<file path="src/rtl/mcpwm_pkg.sv">
// Package: register offsets and clock-select encoding shared by the timer.
// Assumes byte addressing with 32-bit word-aligned registers.
package mcpwm_pkg;

    typedef enum logic [1:0] {
        CK_OFF = 2'd0,
        CK_SYS = 2'd1,
        CK_FIX = 2'd2,
        CK_EXT = 2'd3
    } clk_sel_e;

    localparam int OFF_CTRL    = 'h00;
    localparam int OFF_COUNT   = 'h04;
    localparam int OFF_MOD     = 'h08;
    localparam int OFF_CH_BASE = 'h0C;
    localparam int CH_STRIDE   = 8;
    localparam int CH_CV_DELTA = 4;
    localparam int OFF_RELOAD  = 'h4C;
    localparam int OFF_IDLE    = 'h5C;
    localparam int OFF_MASK    = 'h60;
    localparam int OFF_POL     = 'h70;

endpackage

</file>
<file path="src/rtl/mcpwm_regs.sv">
// Register file: holds the programmable state and serves reads.
// Assumes NUM_CH <= 8 so the channel window ends below the reload register.
module mcpwm_regs
    import mcpwm_pkg::*;
#(
    parameter int NUM_CH = 8,
    parameter int CNT_W  = 16,
    parameter int PS_W   = 3,
    parameter int ADDR_W = 8,
    parameter int DATA_W = 32
) (
    input  logic              clk,
    input  logic              rst_n,
    input  logic              bus_sel,
    input  logic              bus_wr,
    input  logic [ADDR_W-1:0] bus_addr,
    input  logic [DATA_W-1:0] bus_wdata,
    output logic [DATA_W-1:0] bus_rdata,
    input  logic [CNT_W-1:0]  cnt_live,
    output logic [PS_W-1:0]   ps,
    output clk_sel_e          clksel,
    output logic [CNT_W-1:0]  mod_val,
    output logic [CNT_W-1:0]  reload_val,
    output logic [NUM_CH-1:0] idle_lvl,
    output logic [NUM_CH-1:0] mask,
    output logic [NUM_CH-1:0] pol,
    output logic [3:0]        ch_mode [NUM_CH],
    output logic [CNT_W-1:0]  ch_cmp  [NUM_CH]
);
    localparam logic [NUM_CH-1:0] MASK_RST = '1;

    logic wr_en;
    logic unused_wdata;

    assign wr_en        = bus_sel && bus_wr;
    assign unused_wdata = ^bus_wdata[DATA_W-1:CNT_W];

    // Purpose: capture register writes; reset clears all but the mask.
    always_ff @(posedge clk) begin
        if (!rst_n) begin
            ps         <= '0;
            clksel     <= CK_OFF;
            mod_val    <= '0;
            reload_val <= '0;
            idle_lvl   <= '0;
            mask       <= MASK_RST;
            pol        <= '0;
            for (int i = 0; i < NUM_CH; i++) begin
                ch_mode[i] <= '0;
                ch_cmp[i]  <= '0;
            end
        end else if (wr_en) begin
            if (bus_addr == ADDR_W'(OFF_CTRL)) begin
                ps     <= bus_wdata[PS_W-1:0];
                clksel <= clk_sel_e'(bus_wdata[PS_W+1:PS_W]);
            end
            if (bus_addr == ADDR_W'(OFF_MOD))    mod_val    <= bus_wdata[CNT_W-1:0];
            if (bus_addr == ADDR_W'(OFF_RELOAD)) reload_val <= bus_wdata[CNT_W-1:0];
            if (bus_addr == ADDR_W'(OFF_IDLE))   idle_lvl   <= bus_wdata[NUM_CH-1:0];
            if (bus_addr == ADDR_W'(OFF_MASK))   mask       <= bus_wdata[NUM_CH-1:0];
            if (bus_addr == ADDR_W'(OFF_POL))    pol        <= bus_wdata[NUM_CH-1:0];
            for (int i = 0; i < NUM_CH; i++) begin
                if (bus_addr == ADDR_W'(OFF_CH_BASE + CH_STRIDE*i))
                    ch_mode[i] <= bus_wdata[5:2];
                if (bus_addr == ADDR_W'(OFF_CH_BASE + CH_STRIDE*i + CH_CV_DELTA))
                    ch_cmp[i] <= bus_wdata[CNT_W-1:0];
            end
        end
    end

    // Purpose: decode the read offset; anything unmapped reads as zero.
    always_comb begin
        bus_rdata = '0;
        if (bus_addr == ADDR_W'(OFF_CTRL)) begin
            bus_rdata[PS_W-1:0]      = ps;
            bus_rdata[PS_W+1:PS_W]   = clksel;
        end
        if (bus_addr == ADDR_W'(OFF_COUNT))  bus_rdata[CNT_W-1:0]  = cnt_live;
        if (bus_addr == ADDR_W'(OFF_MOD))    bus_rdata[CNT_W-1:0]  = mod_val;
        if (bus_addr == ADDR_W'(OFF_RELOAD)) bus_rdata[CNT_W-1:0]  = reload_val;
        if (bus_addr == ADDR_W'(OFF_IDLE))   bus_rdata[NUM_CH-1:0] = idle_lvl;
        if (bus_addr == ADDR_W'(OFF_MASK))   bus_rdata[NUM_CH-1:0] = mask;
        if (bus_addr == ADDR_W'(OFF_POL))    bus_rdata[NUM_CH-1:0] = pol;
        for (int i = 0; i < NUM_CH; i++) begin
            if (bus_addr == ADDR_W'(OFF_CH_BASE + CH_STRIDE*i))
                bus_rdata[5:2] = ch_mode[i];
            if (bus_addr == ADDR_W'(OFF_CH_BASE + CH_STRIDE*i + CH_CV_DELTA))
                bus_rdata[CNT_W-1:0] = ch_cmp[i];
        end
    end

endmodule

</file>
<file path="src/rtl/mcpwm_tick.sv">
// Tick selector and prescaler: emits one step per 2^ps selected ticks.
// Assumes tick inputs are single-cycle enables in the clk domain.
module mcpwm_tick
    import mcpwm_pkg::*;
#(
    parameter int PS_W = 3
) (
    input  logic            clk,
    input  logic            rst_n,
    input  logic            sys_tick,
    input  logic            fix_tick,
    input  logic            ext_tick,
    input  clk_sel_e        clksel,
    input  logic [PS_W-1:0] ps,
    output logic            step
);
    localparam int DIV_W = (1 << PS_W) - 1;

    logic             sel_tick;
    logic [DIV_W-1:0] div_q;
    logic [DIV_W-1:0] div_lim;

    // Purpose: pick the tick source named by the clock select.
    always_comb begin
        case (clksel)
            CK_SYS:  sel_tick = sys_tick;
            CK_FIX:  sel_tick = fix_tick;
            CK_EXT:  sel_tick = ext_tick;
            default: sel_tick = 1'b0;
        endcase
    end

    assign div_lim = DIV_W'((32'd1 << ps) - 32'd1);
    assign step    = sel_tick && (div_q >= div_lim);

    // Purpose: count selected ticks, restarting after each emitted step.
    always_ff @(posedge clk) begin
        if (!rst_n)
            div_q <= '0;
        else if (sel_tick)
            div_q <= step ? '0 : div_q + 1'b1;
    end

endmodule

</file>
<file path="src/rtl/mcpwm_counter.sv">
// Shared period counter: increments per step, reloads at or past the modulo.
// Assumes step is a single-cycle enable.
module mcpwm_counter #(
    parameter int CNT_W = 16
) (
    input  logic             clk,
    input  logic             rst_n,
    input  logic             step,
    input  logic [CNT_W-1:0] mod_val,
    input  logic [CNT_W-1:0] reload_val,
    output logic [CNT_W-1:0] cnt
);
    // Purpose: advance or reload the counter on each step.
    always_ff @(posedge clk) begin
        if (!rst_n)
            cnt <= '0;
        else if (step)
            cnt <= (cnt >= mod_val) ? reload_val : cnt + 1'b1;
    end

endmodule

</file>
<file path="src/rtl/mcpwm_chan.sv">
// One output channel: compare, mode select, polarity, then mask.
// Assumes mode holds written bits {5,3,2}; bit 4 is not passed in.
module mcpwm_chan #(
    parameter int CNT_W = 16
) (
    input  logic [CNT_W-1:0] cnt,
    input  logic [CNT_W-1:0] cmp,
    input  logic             pwm_en,
    input  logic             high_true,
    input  logic             low_true,
    input  logic             pol,
    input  logic             mask,
    input  logic             idle_lvl,
    output logic             out
);
    logic below;
    logic raw;

    assign below = cnt < cmp;

    // Purpose: form the unmasked edge-aligned level from the mode bits.
    always_comb begin
        if (!pwm_en)        raw = 1'b0;
        else if (high_true) raw = below;
        else if (low_true)  raw = !below;
        else                raw = 1'b0;
    end

    assign out = mask ? idle_lvl : (raw ^ pol);

endmodule

</file>
<file path="src/rtl/mcpwm_timer.sv">
// Top: eight-channel edge-aligned PWM timer with shared counter.
// Assumes a single clock domain; the bus read path is combinational.
module mcpwm_timer
    import mcpwm_pkg::*;
#(
    parameter int NUM_CH = 8,
    parameter int CNT_W  = 16,
    parameter int PS_W   = 3,
    parameter int ADDR_W = 8,
    parameter int DATA_W = 32
) (
    input  logic              clk,
    input  logic              rst_n,
    input  logic              sys_tick,
    input  logic              fix_tick,
    input  logic              ext_tick,
    input  logic              bus_sel,
    input  logic              bus_wr,
    input  logic [ADDR_W-1:0] bus_addr,
    input  logic [DATA_W-1:0] bus_wdata,
    output logic [DATA_W-1:0] bus_rdata,
    output logic [NUM_CH-1:0] pwm_out
);
    logic [PS_W-1:0]   ps;
    clk_sel_e          clksel;
    logic [CNT_W-1:0]  mod_val;
    logic [CNT_W-1:0]  reload_val;
    logic [NUM_CH-1:0] idle_lvl;
    logic [NUM_CH-1:0] mask;
    logic [NUM_CH-1:0] pol;
    logic [3:0]        ch_mode [NUM_CH];
    logic [CNT_W-1:0]  ch_cmp  [NUM_CH];
    logic              step;
    logic [CNT_W-1:0]  cnt;
    logic [NUM_CH-1:0] unused_mode_b4;

    mcpwm_regs #(
        .NUM_CH(NUM_CH), .CNT_W(CNT_W), .PS_W(PS_W),
        .ADDR_W(ADDR_W), .DATA_W(DATA_W)
    ) u_regs (
        .clk(clk), .rst_n(rst_n),
        .bus_sel(bus_sel), .bus_wr(bus_wr), .bus_addr(bus_addr),
        .bus_wdata(bus_wdata), .bus_rdata(bus_rdata),
        .cnt_live(cnt), .ps(ps), .clksel(clksel),
        .mod_val(mod_val), .reload_val(reload_val),
        .idle_lvl(idle_lvl), .mask(mask), .pol(pol),
        .ch_mode(ch_mode), .ch_cmp(ch_cmp)
    );

    mcpwm_tick #(.PS_W(PS_W)) u_tick (
        .clk(clk), .rst_n(rst_n),
        .sys_tick(sys_tick), .fix_tick(fix_tick), .ext_tick(ext_tick),
        .clksel(clksel), .ps(ps), .step(step)
    );

    mcpwm_counter #(.CNT_W(CNT_W)) u_cnt (
        .clk(clk), .rst_n(rst_n), .step(step),
        .mod_val(mod_val), .reload_val(reload_val), .cnt(cnt)
    );

    // Stored mode bits map as [3]=bit5, [2]=bit4, [1]=bit3, [0]=bit2.
    for (genvar g = 0; g < NUM_CH; g++) begin : g_ch
        assign unused_mode_b4[g] = ch_mode[g][2];
        mcpwm_chan #(.CNT_W(CNT_W)) u_chan (
            .cnt(cnt), .cmp(ch_cmp[g]),
            .pwm_en(ch_mode[g][3]), .high_true(ch_mode[g][1]),
            .low_true(ch_mode[g][0]),
            .pol(pol[g]), .mask(mask[g]), .idle_lvl(idle_lvl[g]),
            .out(pwm_out[g])
        );
    end

endmodule

</file>
<file path="config.mk">
export PLATFORM = sky130hd
export DESIGN_NAME = mcpwm_timer
export DESIGN_NICKNAME = d
export VERILOG_FILES = /design/src/rtl/mcpwm_pkg.sv /design/src/rtl/mcpwm_regs.sv /design/src/rtl/mcpwm_tick.sv /design/src/rtl/mcpwm_counter.sv /design/src/rtl/mcpwm_chan.sv /design/src/rtl/mcpwm_timer.sv
export SDC_FILE = /design/constraint.sdc
export NUM_CORES = 1
export LEC_CHECK = 0
export BUFFER_PORTS_ARGS = -buffer_cell sky130_fd_sc_hd__buf_2
export CAP_MARGIN = 20
export CORE_ASPECT_RATIO = 0.5
export CORE_MARGIN = 2
export CORE_UTILIZATION = 35
export DETAILED_ROUTE_END_ITERATION = 7
export SETUP_SLACK_MARGIN = 0.15
export SLEW_MARGIN = 10
export SYNTH_ARGS = -nofsm -noshare
export SYNTH_HDL_FRONTEND = slang
export SYNTH_SLANG_ARGS = --single-unit
export TNS_END_PERCENT = 30
</file>
<file path="constraint.sdc">
create_clock -name clk -period 2.8 [get_ports clk]
set_clock_uncertainty 0.15 [all_clocks]
set_input_delay 0.14 -clock clk [delete_from_list [all_inputs] [get_ports clk]]
set_output_delay 0.14 -clock clk [all_outputs]
set_load 0.02 [all_outputs]
</file>
## After elaboration in Yosys (flattened, before gate mapping)

Cells that the tools add are included.

| word-level totals | value |
|---|---|
| output and inout port bits | 40 |
| word-level logic and storage cells | 163 |
| register bits after elaboration | 244 |
| input port bits | 47 |

| cells by class | value |
|---|---|
| add/sub/neg operators | 3 |
| multiplexer cells | 58 |
| equality and inequality tests | 25 |
| bitwise operators | 8 |
| shift operators | 1 |
| reductions and logical operators | 33 |
| $lt $le $gt $ge | 10 |

Operators with widths:

| cell | number |
|---|---|
| $mux W16 | 12 |
| $lt A16 B16 Y1 | 8 |
| $eq A8 B6 Y1 const B | 8 |
| $eq A8 B7 Y1 const B | 7 |
| $reduce_and A2 Y1 | 22 |
| $eq A8 B5 Y1 const B | 4 |
| $mux W1 | 32 |
| $mux W4 | 8 |
| $mux W8 | 3 |
| $add A16 B1 Y16 const B | 1 |
| $eq A8 B4 Y1 const B | 2 |
| $ge A16 B16 Y1 | 1 |
| $eq A8 B3 Y1 const B | 1 |
| $logic_not A1 Y1 | 8 |
| $logic_not A8 Y1 | 1 |
| $xor A1 B1 Y1 | 8 |
| $add A7 B1 Y7 const B | 1 |
| $ge A7 B7 Y1 | 1 |
| $mux W7 | 1 |
| $shl A1 B3 Y7 const A | 1 |
| $sub A7 B1 Y7 const B | 1 |
| $mux W5 | 1 |
| $eq A2 B2 Y1 const B | 2 |
| $pmux W1 S3 | 1 |
| 2 further kinds | 3 |

## Logic depth before layout (Yosys ltp)

Gate-level depths: netlist of the first run.

| depth | value |
|---|---|
| word-level depth | 24 |
| mapped depth | 11 |
| mapped depth without buffers | 9 |

## Hierarchy

A second synthesis of the first run with hierarchy kept.

| unflattened totals | value |
|---|---|
| cell total of the unflattened synthesis | 2168 |
| area, all modules | 16902.5 um^2 |

By module, submodules not included:

| module | area each (um^2) | cells an instance | sequential area each (um^2) | instances |
|---|---|---|---|---|
| mcpwm_regs | 10884.2 | 1357 | 4424.2 | 1 |
| mcpwm_chan | 489.2 | 68 | 0.0 | 8 |
| mcpwm_counter | 1481.4 | 192 | 320.3 | 1 |
| mcpwm_tick | 623.1 | 75 | 140.1 | 1 |

## Worst setup path before layout of the first run

Ideal clock, no wire load.

| timing | value |
|---|---|
| path type | register -> register |
| from | register u_cnt.cnt[0] |
| to | register u_cnt.cnt[10] |
| setup slack | 0.205 ns |
| path buffers | 1 |
| data arrival time | 2.318 ns |
| stages on the path, launching flop included | 11 |
| period minus slack after synthesis | 2.595 ns |
| required time | 2.522 ns |
| cell sequence | dfxtp_1 > inv_1 > ha_1 > nor2b_1 > o21ai_0 > a31oi_1 > o211ai_1 > clkbuf_1 > mux2_2 > a22oi_1 > nor2_1 |

| on the way | value |
|---|---|
| cells in the longest elaborated chain, start to end | 2 |
| elaborated cells between the ends (all ways) | 3 |
| those cells by class | add/sub (1); order compare (1); mux (1) |

Ends and longest elaborated chain:

| what | RTL line | RTL |
|---|---|---|
| start: declaration | mcpwm_counter.sv:11 | `output logic [CNT_W-1:0] cnt` |
| start signal: assignment | mcpwm_counter.sv:18 | `cnt <= (cnt >= mod_val) ? reload_val : cnt + 1'b1;` |
| $add A16 B1 Y16 or $ge A16 B16 Y1 (tied branches) | mcpwm_counter.sv:18 |  |
| $mux W16 (*) | mcpwm_counter.sv:18 |  |

Every way passes the cells marked *; elsewhere a longest branch is shown, timed or not.
A chain may end at the register's enable or synchronous reset.

## Final worst setup path of the first run

| timing | value |
|---|---|
| from | register u_cnt.cnt[10] |
| to | output pwm_out[2] |

| on the way | value |
|---|---|
| cells in the longest elaborated chain, start to end | 7 |

Ends and longest elaborated chain:

| what | RTL line | RTL |
|---|---|---|
| $lt A16 B16 Y1 (*) | mcpwm_chan.sv:19 | `assign below = cnt < cmp;` |
| $logic_not A1 Y1 | mcpwm_chan.sv:25 | `else if (low_true) raw = !below;` |
| $mux W1 | mcpwm_chan.sv:25 |  |
| $mux W1 (*) | mcpwm_chan.sv:24 | `else if (high_true) raw = below;` |
| $mux W1 (*) | mcpwm_chan.sv:23 | `if (!pwm_en) raw = 1'b0;` |
| $xor A1 B1 Y1 (*) | mcpwm_chan.sv:29 | `assign out = mask ? idle_lvl : (raw ^ pol);` |
| $mux W1 (*) | mcpwm_chan.sv:29 |  |
| end: declaration | mcpwm_timer.sv:22 | `output logic [NUM_CH-1:0] pwm_out` |

Marks and branches as above.

==> run_results.csv, run 1 <==
group,metric,value,unit
synth,postSynthAreaPerCell,7.519,um^2
setup_path,path_class,"register to primary output",
worst_hold_path,min_path_type,"input port to register",
placed_design,pre_cts_ws,39.14,ps
placed_design,dp.cells,2726,
floorplanning,start_util,35.34,%
sta,rsz0062_at_grt,"yes",
placed_design,dp_hpwl,44.88,mm
power,p_sw,1864,uW
setup_path,cp-start-kind,"register",
synth,synth_enable_flop_cells,0,
cts,cts_tree,"done",
detailed_routing,drtIter0Drc,2044,
run_status,violations,"negative setup slack",
sta,finalHoldWorstSlack,57.71,ps
synth,ys_types,74,
setup_path,worstPathArrival,2790,ps
cts,cts_max_level,1,
cts,clock_latency,570,ps
global_route,grt_util_all_layers,25.86,%
power,p_comb_share,6.5,%
power,pwr-share-clk,46.7,%
cts,root_buffer,"clkbuf_16",
global_route,grt_pass1_vias,14260,
cts,cts.clk_slew.worst_paths,60,ps
setup_path,cp-end-kind,"primary output",
sta,fin_ws,-275.4,ps
placed_design,port_buffers,54,
synth,yosysWarnings,0,
power,p_per_area,392.4,mW/mm^2
job,max_cap_viol_count,0,
detailed_routing,wl_met3,6.438,mm
synth,ys_seq_elements,244,
detailed_routing,postRouteAntennaNets,0,
synth,syn_area,0.01535,mm^2
sta,slew_headroom,45.63,%
detailed_routing,wl_met1,28.59,mm
sta,worstMarginPinSlew,815.5,ps
detailed_routing,dr.pass1.iters,6,
detailed_routing,drc,0,
layout,drive_gt1_share,18.99,%
floorplanning,fp.coreArea,0.04344,mm^2
cts,cts_buffers,27,
floorplanning,row_count,54,
power,netSwitchingFraction,25.16,%
power,total_power,7412,uW
detailed_routing,vias,15720,
floorplanning,dieWidth,300.2,um
sta,hold_viol,0,
power,p_leak,0.007169,uW
run_status,status,"finished with violations",
floorplanning,die_area,0.04566,mm^2
sta,setup_viol_count_final,8,
detailed_routing,top_layer_used,"met5",
global_route,antenna_found_initial,4,
sta,post-route-min-period,3075,ps
sta,setup_tns,-1973,ps
global_route,grt_max_degree,61,
setup_path,crit_fanout,7,
detailed_routing,finalWirelength,60.90,mm
detailed_routing,wl_per_cell,21.77,um
detailed_routing,routed-wl-met2,24.17,mm
synth,synth_flop_cell,"dfxtp_1",
cts,cts.sinks,244,
power,ir_drop,0.3988,mV
detailed_routing,vias_per_cell,5.620,
layout,layout.cells.non_filler,2797,
layout,layout.nets,2388,
sta,period_share,109.8,%
power,power_frac_seq,46.8,%
global_route,grt_pass1_wl,90.25,mm
setup_path,crit_required,2510,ps
synth,synth_cells,2042,
floorplanning,ioPinCount,87,
synth,async_reset_ff_share,0,%
placed_design,place_congestion,0.9552,
layout,fillers,4345,
floorplanning,die_h,152.1,um
sta,finalMaxSlewViolations,0,
synth,ys_seq_area_share,31.81,%
power,internal_power,5547,uW
sta,fmax,325.2,MHz
global_route,overflow,0,
cts,clockBufferDepth,3,
layout,area_delta_synth_final,23.01,%
power groups by stage:
| stage | logic (uW) | registers [uW] | clock network, uW |
|---|---|---|---|
| after floorplan | 240 | 3550 | 0 |
| after global placement | 429 | 3550 | 0 |
| after detailed placement | 428 | 3550 | 0 |
| after CTS | 452 | 3470 | 3500 |
| after global routing | 495 | 3470 | 3630 |
| final | 481 | 3470 | 3460 |
cells in the final DEF, fill, tap and decap left out, types with 9 or more instances in the layout:
cell and count:
a21o_1 29, a21oi_1 242, a221o_1 10, a222oi_1 12, a22o_1 9, a22oi_1 27
a22oi_2 11, buf_12 9, buf_2 45, buf_4 161, buf_6 12, clkbuf_16 27
conb_1 16, dfxtp_1 216, dfxtp_2 23, dlygate4sd3_1 19, ha_1 126, ha_4 19
inv_1 150, mux2_2 9, mux2i_1 51, nand2_1 451, nand3_1 62, nand4_1 14
nor2_1 106, nor3_1 14, nor3_2 11, o211ai_1 16, o21a_1 14, o21ai_0 56
o21ai_2 12, o22ai_1 20, xnor2_1 15
worst max-delay path, stage by stage, from the launching register on:
cell and delay, ps:
dfxtp_4 360, buf_12 140, ha_1 280, nand2_2 90
o21ai_1 80, a221o_2 460, o21ai_2 180, mux2i_1 100
o32ai_2 330, buf_4 200
area by class of cell:
| type | count | area [um^2] | area share (%) |
|---|---|---|---|
| multi-input cells | 1522 | 9867 | 52.24 |
| flip-flops and latches | 244 | 4932 | 26.11 |
| repair buffers | 249 | 1977 | 10.47 |
| well taps | 588 | 735.7 | 3.895 |
| clock buffers | 34 | 711.9 | 3.769 |
| inverters | 152 | 575.6 | 3.047 |
| clock inverters | 6 | 83.83 | 0.4438 |
| diodes | 2 | 5.005 | 0.02650 |
state kept, by name, indices dropped and copies added, names as in the netlist, 8 cells and up:
name and cells:
u_regs.ch_mode 32, u_regs.mod_val 16, u_cnt.cnt 16, u_regs.ch_cmp 128
u_regs.mask 8, u_regs.pol 8, u_regs.reload_val 16, u_regs.idle_lvl 8
through the flow:
step	utilization, %	instance area, um^2
2_1_floorplan	-	15410
3_3_place_gp	39.47	17150
3_5_place_dp	39.47	17150
4_1_cts	42.18	18330
5_1_grt	43.47	18890
6_report	43.48	18890
per-layer routing:
| layer | up-vias | global-route usage, % |
|---|---|---|
| met2 | 754 | 35.70 |
| met4 | 4 | 7.119 |
| met5 | - | 0 |
| li1 | 7381 | - |
| met1 | 7486 | 39.78 |
| met3 | 95 | 5.377 |
what timing repair did:
| item | in CTS | in global routing |
|---|---|---|
| resized for setup | 55 | 117 |
| hold buffers | 19 | 0 |
| endpoints found under the setup margin | 21 | 39 |
| gates cloned | 0 | 1 |
| setup buffers | 4 | 5 |
| hold endpoints to repair | 180 | 0 |
| pin swaps | 17 | 53 |
synthesized netlist by cell type (8+ instances only):
cell type | count | area [um^2]
a221o_1 | 11 | 110.1
nor3_1 | 16 | 80.08
a221oi_1 | 8 | 70.07
nand3_1 | 62 | 310.3
a22o_1 | 9 | 78.83
a21o_1 | 29 | 217.7
nor2b_1 | 8 | 50.05
mux2_2 | 14 | 157.7
o21a_1 | 14 | 105.1
inv_1 | 151 | 566.8
nand2b_1 | 9 | 56.30
xnor2_1 | 15 | 131.4
a21oi_1 | 250 | 1251
a22oi_1 | 38 | 285.3
nor4_1 | 11 | 68.82
ha_1 | 145 | 1814
nand2_1 | 453 | 1700
buf_4 | 25 | 187.7
o21ai_0 | 75 | 375.4
mux2i_1 | 53 | 530.5
a222oi_1 | 12 | 120.1
nor2_1 | 113 | 424.2
nor3_2 | 9 | 90.09
nand4_1 | 14 | 87.58
clkbuf_1 | 82 | 307.8
o211ai_1 | 16 | 120.1
buf_2 | 27 | 135.1
dfxtp_1 | 244 | 4885
o22ai_1 | 25 | 156.4
cell families after synthesis:
group           count (synthesis)  synth area share, %
simple gates                  736                21.06
flops                         244                31.81
fa+ha+maj                     145                11.82
compound gates                540                21.79
other cells                     1              0.02442
xor+xnor                       18                1.027
mux                            67                4.482
buf+inv                       291                7.994
final timing paths:
| kind | start | slack (ps) | cells past startpoint | endpoint |
|---|---|---|---|---|
| setup / recovery | u_cnt.cnt[10]$_SDFFE_PN0P_ | -280 | 9 | pwm_out[2] |
| hold / removal | sys_tick | 60 | 6 | u_tick.div_q[0]$_SDFFE_PN0P_ |
| setup reg to reg | u_cnt.cnt[2]$_SDFFE_PN0P_ | 80 | 12 | u_cnt.cnt[6]$_SDFFE_PN0P_ |
| hold reg to reg | u_regs.ch_cmp[81]$_SDFFE_PN0P_ | 300 | 2 | u_regs.ch_cmp[81]$_SDFFE_PN0P_ |
Power figures use the tool's default switching activity.
==> run 2: changes to the inputs <==
--- a/config.mk
+++ b/config.mk
@@ -11,7 +11,8 @@
 export CORE_MARGIN = 2
 export CORE_UTILIZATION = 35
 export DETAILED_ROUTE_END_ITERATION = 7
-export SETUP_SLACK_MARGIN = 0.15
+export MAX_ROUTING_LAYER = met4
+export SETUP_SLACK_MARGIN = 0.2
 export SLEW_MARGIN = 10
 export SYNTH_ARGS = -nofsm -noshare
 export SYNTH_HDL_FRONTEND = slang
==> constraint.sdc (replaced) <==
create_clock -name clk -period 2.97 [get_ports clk]
set_clock_uncertainty 0.15 [all_clocks]
set_input_delay 0.1485 -clock clk [delete_from_list [all_inputs] [get_ports clk]]
set_output_delay 0.1485 -clock clk [all_outputs]
set_load 0.02 [all_outputs]
==> run_results.csv, run 2 (synthesized netlist as in run 1, its figures left out) <==
group,metric,value,unit
run_status,status,"finished with violations",
run_status,violations,"negative setup slack",
detailed_routing,vias,15560,
layout,diodes,0,
cts,clock_latency,570,ps
setup_path,worstPathArrival,2760,ps
setup_path,critPathMaxStageDelay,340,ps
global_route,grt_pass1_vias,14060,
worst_hold_path,min_path_type,"input port to register",
setup_path,worst-path-stages,11,
sta,setup_viol_count_final,8,
layout,multiInputGateArea,0.009664,mm^2
detailed_routing,finalWirelength,58.95,mm
job,max_cap_viol_count,0,
cts,root_buffer,"clkbuf_16",
setup_path,crit_fanout,4,
layout,largest_register_ffs,128,
floorplanning,row_count,54,
sta,post-route-min-period,3062,ps
layout,area_delta_synth_final,20.13,%
detailed_routing,dr.pass1.iters,6,
floorplanning,start_util,35.34,%
floorplanning,fp.coreArea,0.04344,mm^2
floorplanning,ioPinCount,87,
setup_path,reg2reg_depth,11,
setup_path,path_cells,"buf_6 > buf_4 > ha_4 > o21a_1 > o21a_1 > o31a_1 > o21ai_1 > o211ai_1 > o221ai_1 > o31ai_1 > buf_2",
layout,ff_latch_area,0.004941,mm^2
setup_path,cp_slowest_cell,"dfxtp_2",
detailed_routing,vias_per_cell,5.626,
setup_path,cp-end-kind,"primary output",
sta,rsz0062_at_grt,"yes",
layout,postLayoutCoreUtil,42.46,%
placed_design,place_congestion,0.9823,
placed_design,port_buffers,54,
layout,layout.nets,2352,
power,p_per_area,381.6,mW/mm^2
sta,slew_headroom,40.20,%
power,total_power,7040,uW
floorplanning,die_h,152.1,um
setup_path,crit_required,2670,ps
detailed_routing,postRouteAntennaNets,0,
cts,clockBufferDepth,3,
layout,drive_gt1_share,16.57,%
global_route,grt_pass1_wl,87.85,mm
floorplanning,die_area,0.04566,mm^2
setup_path,crit_top_cell,"o21a_1",
global_route,antenna_found_initial,0,
global_route,grt_util_all_layers,25.79,%
sta,finalMaxSlewViolations,0,
layout,final_area,0.01845,mm^2
cts,cts_tree,"done",
layout,reg_top3,"u_regs.ch_cmp (128), u_regs.ch_mode (32)",
sta,fin_ws,-91.82,ps
floorplanning,dieWidth,300.2,um
layout,fillers,4396,
power,ir_drop,0.3882,mV
setup_path,critPathTopFamily,"compound AO/OA/AOI/OAI gates",
layout,layout_common_cells,"453 x nand2_1, 248 x a21oi_1, 211 x dfxtp_1",
placed_design,post_dp_cell_area,0.01684,mm^2
global_route,overflow,0,
sta,worstMarginPinSlew,894.9,ps
layout,final_common_cell,"nand2_1",
sta,fmax,326.6,MHz
power,p_leak,0.006977,uW
cts,cts_buffers,26,
detailed_routing,drtIter0Drc,1886,
cts,cts.sinks,244,
worst_hold_path,hold_depth,5,
sta,hold_viol,0,
setup_path,cp-start-kind,"register",
cts,cts_max_level,1,
placed_design,dp_hpwl,43.23,mm
setup_path,path_class,"register to primary output",
global_route,grt_max_degree,90,
cts,cts.clk_slew.worst_paths,60,ps
detailed_routing,drc,0,
setup_path,worst-path-buf-inv,3,
layout,top_register,"u_regs.ch_cmp",
detailed_routing,wl_per_cell,21.31,um
sta,period_share,103.1,%
run 2: cell types whose count changed in the layout (fill, tap and decap cells not counted), moves of 6 or more:
cell,before,now
a21oi_1,242,248
a21oi_2,8,2
a22oi_1,27,37
a22oi_2,11,1
buf_4,161,133
buf_6,12,6
clkbuf_8,1,7
o21ai_2,12,6
run 2: worst paths after layout:
check                                                    start  slack [ps]                              to
worst max-delay path                 u_cnt.cnt[6]$_SDFFE_PN0P_         -90                      pwm_out[6]
worst min-delay path                                  fix_tick          40    u_tick.div_q[0]$_SDFFE_PN0P_
worst max register to register      u_cnt.cnt[11]$_SDFFE_PN0P_         250      u_cnt.cnt[14]$_SDFFE_PN0P_
worst min register to register  u_regs.ch_cmp[56]$_SDFFE_PN0P_         300  u_regs.ch_cmp[56]$_SDFFE_PN0P_
run 2: layout make-up:
type	count	share of cell area (%)
clock buffer	39	4.287
clock inverter	7	0.3391
inverter	152	3.120
multi-input combinational	1522	52.39
sequential	244	26.79
tap	588	3.988
timing repair buffer	214	9.089
run 2: report_power, final:
part           total (uW)  leakage [uW]  internal [uW]  switching (uW)
clock                3350      0.000423           1910            1430
sequential           3270       0.00198           3270            2.24
combinational         422       0.00457            107             315
run 2: layer usage:
layer	wire (um)	vias to the layer above	track usage (%)
met3	6553	97	6.378
met4	1734	0	6.524
met2	23650	726	35.46
met5	0	-	-
met1	27020	7427	37.15
li1	-	7311	-
run 2: worst register-to-register path, cell delays in order (launching register included):
cell and delay [ps]:
dfxtp_2 370, buf_4 180, ha_1 290, nand4_1 170
a21oi_1 180, nand3_1 90, o211ai_1 230, buf_4 190
clkbuf_16 170, mux2_2 340, a22oi_1 200, nor2_1 50
run 2: timing repair:
action / in CTS / in global routing
hold buffers: 18 / 0
resized for setup: 68 / 50
setup endpoints to repair: 10 / 30
endpoints found under the hold margin: 194 / 0
setup buffers: 7 / 6
pin swaps: 14 / 33
cloned: 0 / 2
run 2: through the flow:
step / hold slack, ps / worst slack, ps / std cells / setup TNS (ps)
2_1_floorplan: 134.5 / 374.6 / 2057 / 0
3_3_place_gp: 291.3 / 89.68 / 2687 / 0
3_5_place_dp: 296.7 / 112.4 / 2687 / 0
4_1_cts: 35.24 / -96.00 / 2758 / -512.2
5_1_grt: 121.6 / -188.0 / 2766 / -1126
6_report: 40.23 / -91.82 / 2766 / -453.4
